[config.mk]
export PLATFORM = sky130hd
export DESIGN_NAME = fp_box_sgnj
export DESIGN_NICKNAME = d
export VERILOG_FILES = /design/src/rtl/fp_box_sgnj.sv
export SDC_FILE = /design/constraint.sdc
export NUM_CORES = 1
export LEC_CHECK = 0
export ABC_AREA = 1
export BUFFER_PORTS_ARGS = -buffer_cell sky130_fd_sc_hd__buf_2
export CAP_MARGIN = 15
export CORE_AREA = 2 2 152 154
export DETAILED_ROUTE_END_ITERATION = 12
export DIE_AREA = 0 0 154 156
export GPL_TIMING_DRIVEN = 1
export SLEW_MARGIN = 5
export SYNTH_ARGS = -nofsm -noshare
export SYNTH_HDL_FRONTEND = slang
export SYNTH_SLANG_ARGS = --single-unit
[constraint.sdc]
create_clock -name vclk -period 2.78
set_input_delay 0.556 -clock vclk [all_inputs]
set_output_delay 0.556 -clock vclk [all_outputs]
set_load 0.01 [all_outputs]
[src/rtl/fp_box_sgnj.sv]
module fp_box_sgnj (
  input  logic [127:0] a_i,
  input  logic [127:0] b_i,
  input  logic [1:0]   prec_i,
  input  logic [2:0]   op_i,
  output logic [127:0] res_o,
  output logic         a_ok_o
);
  localparam logic [31:0]  NAN_S = 32'h7FC0_0000;
  localparam logic [63:0]  NAN_D = 64'h7FF8_0000_0000_0000;
  localparam logic [1:0]   P_S = 2'd0;
  localparam logic [1:0]   P_D = 2'd1;

  logic a_dbl, a_sgl, b_dbl, b_sgl;
  logic [127:0] ua, ub, mask, r;
  logic sa, sb, ns;

  assign a_dbl = &a_i[127:64];
  assign a_sgl = a_dbl & (&a_i[63:32]);
  assign b_dbl = &b_i[127:64];
  assign b_sgl = b_dbl & (&b_i[63:32]);

  always_comb begin
    case (prec_i)
      P_S: begin
        ua     = {96'b0, a_sgl ? a_i[31:0] : NAN_S};
        ub     = {96'b0, b_sgl ? b_i[31:0] : NAN_S};
        mask   = 128'h1 << 31;
        a_ok_o = a_sgl;
      end
      P_D: begin
        ua     = {64'b0, a_dbl ? a_i[63:0] : NAN_D};
        ub     = {64'b0, b_dbl ? b_i[63:0] : NAN_D};
        mask   = 128'h1 << 63;
        a_ok_o = a_dbl;
      end
      default: begin
        ua     = a_i;
        ub     = b_i;
        mask   = 128'h1 << 127;
        a_ok_o = 1'b1;
      end
    endcase
  end

  assign sa = |(ua & mask);
  assign sb = |(ub & mask);

  always_comb begin
    case (op_i)
      3'd1:    ns = sb;
      3'd2:    ns = ~sb;
      3'd3:    ns = sa ^ sb;
      3'd4:    ns = ~sa;
      default: ns = sa;
    endcase
    r = (ua & ~mask) | (ns ? mask : 128'b0);
    case (prec_i)
      P_S:     res_o = {{96{1'b1}}, r[31:0]};
      P_D:     res_o = {{64{1'b1}}, r[63:0]};
      default: res_o = r;
    endcase
  end

  always_comb begin
    if (prec_i == P_D && op_i == 3'd0 && (&a_i[127:64]))
      AST_DBL_PASS: assert (res_o == a_i) else $error("double pass altered value");
    if (prec_i == P_S && a_ok_o)
      AST_SGL_NEST: assert (&a_i[127:64]) else $error("single ok without double box");
    if (prec_i == P_S && !a_ok_o && op_i == 3'd0)
      AST_NAN_SGL: assert (res_o[31:0] == NAN_S) else $error("missing single NaN");
    if (prec_i == P_S)
      AST_BOX_SGL: assert (&res_o[127:32]) else $error("single result unboxed");
    if (prec_i[1])
      AST_QUAD_BODY: assert (res_o[126:0] == a_i[126:0] && a_ok_o) else $error("quad body changed");
    if (prec_i[1] && op_i == 3'd4)
      AST_QUAD_FLIP: assert (res_o[127] != a_i[127]) else $error("quad flip");
  end
endmodule

* Word level (Yosys, flattened, before mapping)
Cells that the tools add are included.
Storage, ports and cells: output and inout port bits 129, bits of input ports 261, logic and storage cells 33, register bits after elaboration 0
Operators by class: mux-type cells 11, eq/ne operators 5, bitwise gates (word level) 10, reduce and logical (&&, ||, !) cells 7
Operators by type and width (number):
- case mux 128 bit (2 select lines) | 4
- bitwise AND 128 bit | 3
- OR reduction 128 bit | 2
- 2-to-1 mux 128 bit | 1
- 2-to-1 mux 64 bit | 2
- inverter 128 bit | 1
- OR 128 bit | 1
- AND reduction 64 bit | 2
- 2-to-1 mux 32 bit | 2
- AND reduction 32 bit | 2
- equality test 3 x 2 -> 1 bit, second input constant | 2
- case mux 1 bit (4 select lines) | 1
- equality test 3 x 1 -> 1 bit, second input constant | 1
- equality test 3 bit, second input constant | 1
- bitwise AND 1 bit | 2
- equality test 2 x 1 -> 1 bit, second input constant | 1
- zero test 2 bit | 1
- inverter 1 bit | 2
- case mux 1 bit (2 select lines) | 1
- XOR 1 bit | 1

* Logic depth before layout (Yosys ltp)
word-level depth 11, mapped depth 14, depth with buffers taken out 14

* Worst setup path after synthesis
No wires, ideal clock.
path type input -> output, from input port prec_i[1], to output port res_o[63], path buffers 1, data required time 2.224 ns, stages 14, arrival time 1.659 ns, slack 0.565 ns, path through buf_6 > nor2_8 > nand3_1 > nor2_1 > nand3_1 > nand2_1 > nand2_1 > nand2_1 > inv_1 > nand3_1 > nand3_2 > nand3_2 > nor2_1 > nor2_1
On the way: longest elaborated chain between the ends 9, elaborated cells between the ends (all ways) 18, classes of those cells eq/ne (1); mux (6); bitwise (8); reduce/logical (3)
Ends and longest elaborated chain:
- start, declared | RTL line 4 | input logic [1:0] prec_i,
- equality test 2 x 1 -> 1 bit / zero test 2 bit (equally long branches) | RTL line 24, 58
- case mux 128 bit (2 select lines) | RTL line 24 | case (prec_i)
- bitwise AND 128 bit, on equally long branches | RTL line 46, 47
- OR reduction 128 bit, on equally long branches | RTL line 46, 47
- XOR 1 bit (tied with other cells) | RTL line 53 | 3'd3: ns = sa ^ sb;
- case mux 1 bit (4 select lines) | RTL line 50 | case (op_i)
- 2-to-1 mux 128 bit | RTL line 57 | r = (ua & ~mask) | (ns ? mask : 128'b0);
- OR 128 bit | RTL line 57
- case mux 128 bit (2 select lines) (*) | RTL line 58 | case (prec_i)
- end, declared | RTL line 6 | output logic [127:0] res_o,
Mark *: on every way between the ends. The rest lies on a longest branch, timed or not.

* Worst setup path in the final report
from input port a_i[68], to output port res_o[63]
On the way: longest elaborated chain between the ends 11, elaborated cells between the ends (all ways) 14, classes of those cells mux (6); bitwise (6); reduce/logical (2)
Ends and longest elaborated chain:
- start, declared | RTL line 2 | input logic [127:0] a_i,
- AND reduction 64 bit
- bitwise AND 1 bit | RTL line 19 | assign a_sgl = a_dbl & (&a_i[63:32]);
- 2-to-1 mux 32 bit | RTL line 26 | ua = {96'b0, a_sgl ? a_i[31:0] : NAN_S};
- case mux 128 bit (2 select lines) (*) | RTL line 24
- bitwise AND 128 bit | RTL line 46 | assign sa = |(ua & mask);
- OR reduction 128 bit | RTL line 46
- XOR 1 bit / inverter 1 bit (equally long branches) | RTL line 53, 54
- case mux 1 bit (4 select lines) | RTL line 50
- 2-to-1 mux 128 bit | RTL line 57
- OR 128 bit (*) | RTL line 57
- case mux 128 bit (2 select lines) (*) | RTL line 58
Marks and branches as above.

==> metrics <==
WL/cell approximately 11 um; HP Class input port to output port; Cell variety after synth 20; Post-Route WL about 12000 um; Post-Syn Area slightly above 0.002 mm2; status finished clean; sw frac 0.516; Ports just under 400; Comb pwr share 1.000; number of port buffers approximately 360; Post-route DRC 0; Slowest-stage cell, CP nor2_1; chip width around 150 um; register area 0 um2; largest net degree at the start of global routing between 60 and 70; GPL Wtd Cong around 0.8; sequential area share after synthesis 0; Net Sw Power ~0.00030 W; CP bufs+invs 2; Post-Layout Inst Area between 0.004 and 0.005 mm2; worst endpoint required time 2220 ps; layout cells sized above 1 0.554; setup violators final 0; final core occ 0.194; commonest cells after routing, fill and taps aside buf_2 (359), nand2_1 (165), nor2_1 (114); fin crit period approximately 2700 ps; CP arrival around 2100 ps; worst vdd rail ir drop 0.0366 mV; hold_ws approximately 1400 ps; DP HPWL roughly 11000 um; initial antenna violation count 3; Setup Crit Path Kind input port to output port; routed vias approximately 4000; first-pass GRT wire length 17500 um; critical-path cell list buf_2 -> nand2_1 -> nor2_1 -> nand2_1 -> nor2_1 -> nand2_1 -> nor2_4 -> a21oi_2 -> nand2_2 -> nor2_1 -> nor2_4 -> nand3_4 -> nor2_2 -> nor2_1 -> buf_2; CP Capture Type output port; syn nets 734; maximum clock rate 376 MHz; commonest non-fill, non-tap cell in the layout buf_2; Area Overhead vs Synth 109%; vias in the first global route approximately 3500; sequential group share of total power 0; CP top delay family simple AND/OR/NAND/NOR gates; final hold violation count 0; via/cell ratio 3.61; Critical Path Source Type input port; DRT Pass-1 Iters 4; relative max-transition margin 0.662; Slew @ Worst Pin between 500 and 600 ps; Rows 55; Initial DRC Count between 200 and 300; initial core utilization 0.0926; die height 156 um; Clock power frac 0; antenna viol nets, final 0; Synthesis Warnings 0; Avg Cell Area, Syn between 4 and 5 um2; area of the core about 0.022 mm2; period utilization 0.958; Nets around 1100; clock buffer count 0; Int Pwr roughly 0.00028 W; gr usage total 0.0897; leakage power about 2.4 nW; placed inst area 0.00425 mm2; Slew Viols, Final 0; Mapped Cells 473; max_cap viols 0; PwrDens 135 mW/mm2; most used cell, CP nor2_1; Max Fanout on Critical Path 3; FFs & Latches 0; Worst path max stage delay roughly 200 ps; RSZ-0062 raised after global routing yes; die area about 0.024 mm2; total grt overflow 0
==> tightest hold or removal path, cell delays in order <==
cell and delay [ps]:
buf_2 80, or2_2 90, buf_2 110
==> repair_timing <==
item                                    CTS  global route
setup buffers                             0             1
pin swaps                                 0            16
resized for setup                         2            20
endpoints found under the setup margin   12            52
gates cloned                              0             0
hold buffers                              0             0
hold endpoints to repair                  0             0
==> power groups by stage <==
stage | Combinational, W | Clock [W] | Sequential (W)
final | 0.000585 | 0.0000000000963 | 0
after global routing | 0.000649 | 0 | 0
after CTS | 0.000584 | 0 | 0
after detailed placement | 0.000581 | 0 | 0
after global placement | 0.000578 | 0 | 0
after floorplan | 0.000243 | 0 | 0
==> stage by stage <==
step	setup slack, ps	instances	power, W	setup TNS, ps
6_report	117	1114	0.000585	0
5_1_grt	-20.5	1112	0.000649	-54.9
4_1_cts	32.2	1111	0.000584	0
3_5_place_dp	-111	1111	0.000581	-1090
3_3_place_gp	-74.8	1111	0.000578	-670
2_1_floorplan	565	473	0.000243	0
==> metal layers <==
layer | track usage | part of all wire
met1 | 0.117 | 0.43
met5 | 0 | 0.0011
met2 | 0.170 | 0.50
met3 | 0.00806 | 0.069
met4 | 0 | 0.000081
==> cells by family (layout without fill, tap and decap cells) <==
family,Yosys count,in the layout,share of synthesized area
AOI/OAI and AO/OA,24,24,0.0598
buffers and inverters,63,417,0.120
other,0,2,0
and+or+nand+nor,386,386,0.820
==> Yosys cell counts (2+ instances only) <==
library cell / n / area share
o21ai_1: 2 / 0.0048
nand3_2: 2 / 0.0097
nand2_1: 172 / 0.31
nor3_1: 4 / 0.0097
or2_2: 63 / 0.19
inv_1: 47 / 0.085
o21ai_0: 21 / 0.051
nor2_1: 122 / 0.22
nor2_4: 2 / 0.011
clkbuf_1: 13 / 0.024
nand3_1: 7 / 0.017
nand4_1: 10 / 0.030
==> final cells by class <==
class                      instances  area [um2]
tap                              285         357
multi-input combinational        410        1890
inverter                          47         176
timing repair buffer             370        1910
fill                            2612       18000
antenna                            2        5.00
==> path summary, 6_finish.rpt <==
kind	to	depth (start not counted)	startpoint	slack [ps]
worst min-delay path	res_o[92]	3	a_i[92]	1400
worst max-delay path	res_o[63]	15	a_i[68]	120
(Power assumes the default switching activity.)
